### src/rtl/framer_pkg.sv
package framer_pkg;
    localparam int unsigned DEF_XFER_W     = 24;
    localparam int unsigned DEF_LANES      = 4;
    localparam int unsigned DEF_LOCK_COUNT = 2;
    localparam logic [DEF_XFER_W*DEF_LANES-1:0] DEF_PATTERN =
        96'h69E1B7_0F9652_A5F03C_C35AD2;
endpackage

### src/rtl/xfer_history.sv
module xfer_history #(
    parameter int unsigned XFER_W = 24,
    parameter int unsigned LANES  = 4,
    localparam int unsigned WORD_W = XFER_W * LANES,
    localparam int unsigned SLOT_W = $clog2(LANES)
) (
    input  logic              clk,
    input  logic              rst_n,
    input  logic [XFER_W-1:0] xfer_in,
    output logic [WORD_W-1:0] hist,
    output logic [SLOT_W-1:0] slot
);
    localparam logic [SLOT_W-1:0] SLOT_LAST = SLOT_W'(LANES - 1);

    typedef struct packed {
        logic [WORD_W-1:0] hist;
        logic [SLOT_W-1:0] slot;
    } hist_t;

    hist_t s_d, s_q;

    always_comb begin
        s_d      = s_q;
        // newest transfer enters at the top, oldest sits in the low lane
        s_d.hist = {xfer_in, s_q.hist[WORD_W-1:XFER_W]};
        s_d.slot = (s_q.slot == SLOT_LAST) ? '0 : s_q.slot + 1'b1;
    end

    always_ff @(posedge clk) begin
        if (!rst_n) s_q <= '0;
        else        s_q <= s_d;
    end

    assign hist = s_q.hist;
    assign slot = s_q.slot;
endmodule

### src/rtl/phase_hunter.sv
module phase_hunter #(
    parameter int unsigned XFER_W     = 24,
    parameter int unsigned LANES      = 4,
    parameter int unsigned LOCK_COUNT = 2,
    localparam int unsigned WORD_W = XFER_W * LANES,
    localparam int unsigned SLOT_W = $clog2(LANES),
    localparam int unsigned CNT_W  = $clog2(LOCK_COUNT + 1),
    parameter logic [WORD_W-1:0] PATTERN = '1
) (
    input  logic              clk,
    input  logic              rst_n,
    input  logic              resync,
    input  logic [WORD_W-1:0] hist,
    input  logic [SLOT_W-1:0] slot,
    output logic              hit,
    output logic              locked,
    output logic [SLOT_W-1:0] phase
);
    typedef struct packed {
        logic                         locked;
        logic [SLOT_W-1:0]            phase;
        logic [LANES-1:0][CNT_W-1:0]  streak;
    } hunt_t;

    hunt_t s_d, s_q;

    logic [LANES-1:0]             probe;
    logic [LANES-1:0]             reach;
    logic [LANES-1:0][CNT_W-1:0]  streak_inc;

    assign hit = (hist == PATTERN);

    for (genvar p = 0; p < LANES; p++) begin : g_offset
        assign probe[p]      = !s_q.locked && (slot == SLOT_W'(p));
        assign streak_inc[p] = s_q.streak[p] + 1'b1;
        assign reach[p]      = probe[p] && hit &&
                               (streak_inc[p] == CNT_W'(LOCK_COUNT));
    end

    always_comb begin
        s_d = s_q;
        if (resync) begin
            s_d = '0;
        end else if (!s_q.locked) begin
            for (int p = 0; p < LANES; p++) begin
                if (probe[p]) s_d.streak[p] = hit ? streak_inc[p] : '0;
                if (reach[p]) begin
                    s_d.locked = 1'b1;
                    s_d.phase  = SLOT_W'(p);
                end
            end
            if (|reach) s_d.streak = '0;
        end
    end

    always_ff @(posedge clk) begin
        if (!rst_n) s_q <= '0;
        else        s_q <= s_d;
    end

    assign locked = s_q.locked;
    assign phase  = s_q.phase;


    phase_frozen_chk: assert property (@(posedge clk) disable iff (!rst_n)
        (s_q.locked && !resync) |=> (s_q.locked && $stable(s_q.phase)));

    resync_clear_chk: assert property (@(posedge clk) disable iff (!rst_n)
        resync |=> !s_q.locked);

    lock_after_hit_chk: assert property (@(posedge clk) disable iff (!rst_n)
        $rose(s_q.locked) |-> $past(hit));
endmodule

### src/rtl/word_emitter.sv
module word_emitter #(
    parameter int unsigned XFER_W = 24,
    parameter int unsigned LANES  = 4,
    localparam int unsigned WORD_W = XFER_W * LANES,
    localparam int unsigned SLOT_W = $clog2(LANES)
) (
    input  logic              clk,
    input  logic              rst_n,
    input  logic              resync,
    input  logic [WORD_W-1:0] hist,
    input  logic [SLOT_W-1:0] slot,
    input  logic [SLOT_W-1:0] phase,
    input  logic              locked,
    input  logic              hit,
    output logic [WORD_W-1:0] word_out,
    output logic              word_valid,
    output logic              train_seen
);
    typedef struct packed {
        logic [WORD_W-1:0] word;
        logic              valid;
        logic              train;
    } emit_t;

    emit_t s_d, s_q;
    logic  boundary;

    assign boundary = locked && !resync && (slot == phase);

    always_comb begin
        s_d       = s_q;
        s_d.valid = boundary && !hit;
        s_d.train = boundary && hit;
        if (boundary) s_d.word = hist;
    end

    always_ff @(posedge clk) begin
        if (!rst_n) s_q <= '0;
        else        s_q <= s_d;
    end

    assign word_out   = s_q.word;
    assign word_valid = s_q.valid;
    assign train_seen = s_q.train;


    single_pulse_chk: assert property (@(posedge clk) disable iff (!rst_n)
        s_q.valid |=> !s_q.valid);

    valid_needs_lock_chk: assert property (@(posedge clk) disable iff (!rst_n)
        s_q.valid |-> locked);

    train_needs_lock_chk: assert property (@(posedge clk) disable iff (!rst_n)
        s_q.train |-> (locked && !s_q.valid));
endmodule

### src/rtl/ddr_crossing_framer.sv
module ddr_crossing_framer
    import framer_pkg::*;
#(
    parameter int unsigned XFER_W     = DEF_XFER_W,
    parameter int unsigned LANES      = DEF_LANES,
    parameter int unsigned LOCK_COUNT = DEF_LOCK_COUNT,
    localparam int unsigned WORD_W = XFER_W * LANES,
    localparam int unsigned SLOT_W = $clog2(LANES),
    parameter logic [WORD_W-1:0] PATTERN = DEF_PATTERN
) (
    input  logic              clk,
    input  logic              rst_n,
    input  logic              resync,
    input  logic [XFER_W-1:0] xfer_in,
    output logic              locked,
    output logic [WORD_W-1:0] word_out,
    output logic              word_valid,
    output logic              train_seen
);
    logic [WORD_W-1:0] hist;
    logic [SLOT_W-1:0] slot;
    logic [SLOT_W-1:0] phase;
    logic              hit;

    xfer_history #(.XFER_W(XFER_W), .LANES(LANES)) i_history (
        .clk     (clk),
        .rst_n   (rst_n),
        .xfer_in (xfer_in),
        .hist    (hist),
        .slot    (slot)
    );

    phase_hunter #(
        .XFER_W     (XFER_W),
        .LANES      (LANES),
        .LOCK_COUNT (LOCK_COUNT),
        .PATTERN    (PATTERN)
    ) i_hunter (
        .clk    (clk),
        .rst_n  (rst_n),
        .resync (resync),
        .hist   (hist),
        .slot   (slot),
        .hit    (hit),
        .locked (locked),
        .phase  (phase)
    );

    word_emitter #(.XFER_W(XFER_W), .LANES(LANES)) i_emitter (
        .clk        (clk),
        .rst_n      (rst_n),
        .resync     (resync),
        .hist       (hist),
        .slot       (slot),
        .phase      (phase),
        .locked     (locked),
        .hit        (hit),
        .word_out   (word_out),
        .word_valid (word_valid),
        .train_seen (train_seen)
    );
endmodule

### config.mk
export PLATFORM = sky130hd
export DESIGN_NAME = ddr_crossing_framer
export DESIGN_NICKNAME = d
export VERILOG_FILES = /design/src/rtl/framer_pkg.sv /design/src/rtl/xfer_history.sv /design/src/rtl/phase_hunter.sv /design/src/rtl/word_emitter.sv /design/src/rtl/ddr_crossing_framer.sv
export SDC_FILE = /design/constraint.sdc
export NUM_CORES = 1
export LEC_CHECK = 0
export BUFFER_PORTS_ARGS = -buffer_cell sky130_fd_sc_hd__buf_2
export CORE_MARGIN = 8
export CORE_UTILIZATION = 35
export CTS_CLUSTER_DIAMETER = 200
export DETAILED_ROUTE_END_ITERATION = 12
export GPL_TIMING_DRIVEN = 1
export PLACE_DENSITY_LB_ADDON = 0.15
export SLEW_MARGIN = 10
export SYNTH_ARGS = -nofsm -noshare
export SYNTH_HDL_FRONTEND = slang
export SYNTH_SLANG_ARGS = --single-unit
### constraint.sdc
create_clock -name clk -period 2.7 [get_ports clk]
set_input_delay 0.135 -clock clk [delete_from_list [all_inputs] [get_ports clk]]
set_output_delay 0.135 -clock clk [all_outputs]
set_load 0.05 [all_outputs]
==> results.ini <==
[detailed_routing]
dr_total_vias = 5682
vias_per_cell = 4.74
wl_mm = 21.2
drt-wirelength-per-cell_um = 17.7
first_pass_iters = 4
ant_nets = 0
drt_iter0_drc = 440
drc = 0

[logic_synthesis]
synth_fp_nets = 804
synth.avg_cell_area_um2 = 9.56
synth_seq_area_share = 0.563
synthSimpleGateAreaFrac = 0.273
synth_top_family_by_area = simple AND/OR/NAND/NOR gates
syn-instance-count = 769
synth-compound-area-share = 0.119
synth_seq_cells = 207
synth_cell_type_count = 41
syn_area_mm2 = 0.00735
yosys_warnings = 0
synth_xor_area_frac = 0.00238
synthAdderAreaFrac = 0.0136
muxShareOfSynthArea = 0.00136

[sta]
finalSetupTns_ns = 0
maxSlewHeadroom = 0.558
rsz0062_at_grt = false
max_freq_mhz = 408
clock_skew_ns = 0.00950
tightest_slew_ns = 0.662
timing.final.crit_share = 0.907
hold_viol = 0
min_period_ns = 2.45
drv_slew = 0
setup_violations = 0

[clock_network]
insertion_delay_ns = 0.50
clkTransAtPathRegs_ns = 0.06
root_buffer = clkbuf_16
cts_tree = done
numClockSinks = 207
htreeDepth = 1
ctsResizeCount = 0
clockBufferDepth = 3
numCtsBuffers = 23
cts_post_setup_buffers_inserted = 0

[final_layout]
n_fill_cell = 2088
diodes = 0
syn_to_final_growth_pct = 25.5
final_nets = 943
layout-drive-gt1-share = 0.190
multiInputGateArea_mm2 = 0.00302
regArea_mm2 = 0.00414

[floorplan]
io_pins = 126
core_mm2 = 0.0208
num_rows = 53
die-area_mm2 = 0.0259
fp.dieW_um = 161
fp.dieH_um = 161
floorplan.initialDensity = 0.353

[grt]
grt_max_degree = 198
grt-ovfl-total = 0
grt_pass1_wl_mm = 33.2
track_usage = 0.160
antenna_found_initial = 0
grt_pass1_vias = 5758

[setup_path]
crit_path_top_delay_cell = or4b_1
path_class = reg2reg
worstPathArrival_ns = 2.86
crit_path_max_incr_delay_ns = 0.54
start_kind = flip-flop
cp_cell_sequence = or4b_1 -> nor4_1 -> nand4_1 -> nor4_4 -> buf_4 -> nand2_4 -> o31ai_1
crit_required_ns = 3.11
crit_family = simple AND/OR/NAND/NOR gates
cp_max_fo = 7
path_buf_inv = 1
end_kind = flip-flop

[placed_design]
dp_hpwl_mm = 14.4
place.gp.congestion = 0.813
io_buffers = 125

[power_and_ir_drop]
p_switching_mw = 1.37
ir_worst_vdd_uv = 349
total_power_mw = 6.29
switching_share = 0.217
p_int_mw = 4.92
comb_power_share = 0.031
pwr-share-clk = 0.463
p_per_area_mw_per_mm2 = 681
cellLeakagePower_nw = 3.68
power_frac_seq = 0.506

[job]
drv_cap = 0

[run_status]
status = completed

[worst_hold_path]
min_path_type = in2reg

==> cells in the mapped netlist, drive strengths merged <==
cell type  count  area [um2]
nor2           5        18.8
mux2i          1        10.0
nor2b          1        6.26
clkbuf        39         146
or4b           3        30.0
a31oi          1        6.26
and2          96         602
o31ai          5        37.5
and4b          5        50.1
nor4          10        83.8
nand3          7        35.0
nand4bb        1        11.3
or3            1        6.26
nor3           1        5.00
o211ai         6        45.0
ha             8         100
and3b          1        8.76
nor3b          1        7.51
a22oi          2        15.0
nand2        200         758
nor4b          7        61.3
or4bb          2        22.5
or4            2        15.0
inv            8        30.0
xnor2          2        17.5
and3           1        6.26
nand2b         2        12.5
nor4bb        12         120
o21ai          3        15.0
nand4         11        68.8
a21oi          7        35.0
nand4b         9        78.8
buf            6        23.8
a21boi        96         721
dfxtp        207        4140
==> layout make-up <==
class	count	share of cell area
Sequential cell	207	0.449
Multi-Input combinational cell	509	0.327
Timing Repair Buffer	159	0.108
Clock buffer	34	0.0723
Tap cell	275	0.0373
Clock inverter	6	0.00366
Inverter	8	0.00325
==> worst reg2reg max path, delay by kind of cell, from the launching register on <==
| family | cells | cell delay (ns) |
|---|---|---|
| flops | 1 | 0.33 |
| compound gates | 1 | 0.23 |
| buf+inv | 1 | 0.20 |
| simple gates | 5 | 1.62 |
==> per-stage QoR <==
step	std cells	hold slack, ns	util	instance area, um2	setup WS (ns)
after floorplan	769	0.262	-	7350	0.397
after global placement	1134	0.344	0.398	8290	0.341
after detailed placement	1134	0.343	0.398	8290	0.276
after CTS	1198	0.0466	0.443	9230	0.272
after global routing	1198	0.0858	0.443	9230	0.161
final	1198	0.0621	0.443	9230	0.252
==> flip-flops by register name (all words and copies together), names as in the netlist <==
signal	flops
i_emitter.word_out	96
i_history.hist	96
i_hunter.s_q	8
i_history.slot	2
i_hunter.phase	2
i_emitter.train_seen	1
i_emitter.word_valid	1
i_hunter.locked	1
==> final timing paths <==
path,startpoint,end,slack (ns),cells after the start
max reg2reg,i_history.hist[33]$_SDFF_PN0_,i_hunter.s_q[1]$_SDFFE_PP0P_,0.25,7
min reg2reg,i_emitter.word_out[18]$_SDFFE_PN0P_,i_emitter.word_out[18]$_SDFFE_PN0P_,0.45,2
max,i_history.hist[33]$_SDFF_PN0_,i_hunter.s_q[1]$_SDFFE_PP0P_,0.25,7
min,resync,i_hunter.locked$_SDFF_PP0_,0.06,3
==> what timing repair did <==
action	4_1_cts	5_1_grt
hold buffers	24	0
setup endpoints to repair	0	0
endpoints found under the hold margin	24	0
==> cells by family after synthesis <==
kind of cell	count (synthesis)
AO/OA/AOI/OAI	120
XOR/XNOR	2
adder cells (fa/ha/maj)	8
buffers and inverters	53
flip-flops	207
multiplexers	1
AND/OR/NAND/NOR	378
==> cells in the final DEF, fill, tap and decap left out, drive strengths merged, types with 6 or more instances in the layout <==
cell type	count
buf	135
a21oi	7
a21boi	96
dlygate4sd3	24
nor4b	7
nor4	10
o211ai	6
clkbuf	34
inv	9
nand3	7
nand2	200
dfxtp	207
ha	8
nor4bb	12
and2	96
nand4b	9
nand4	11
==> layer usage <==
| layer | vias to the layer above | track usage | wire, um |
|---|---|---|---|
| met3 | 29 | 0.0317 | 1030 |
| met5 | - | 0 | 0 |
| met2 | 133 | 0.264 | 9800 |
| met4 | 0 | 0.0391 | 388 |
| met1 | 2659 | 0.212 | 9950 |
| li1 | 2861 | - | - |
==> power groups by stage <==
stage                     registers [mW]  clock network [mW]  logic (mW)
after floorplan                     3.21                   0       0.119
after global placement              3.25                   0       0.174
after detailed placement            3.25                   0       0.171
after CTS                           3.18                2.98       0.198
after global routing                3.18                3.10       0.218
final                               3.18                2.91       0.197
(Power assumes the default switching activity.)
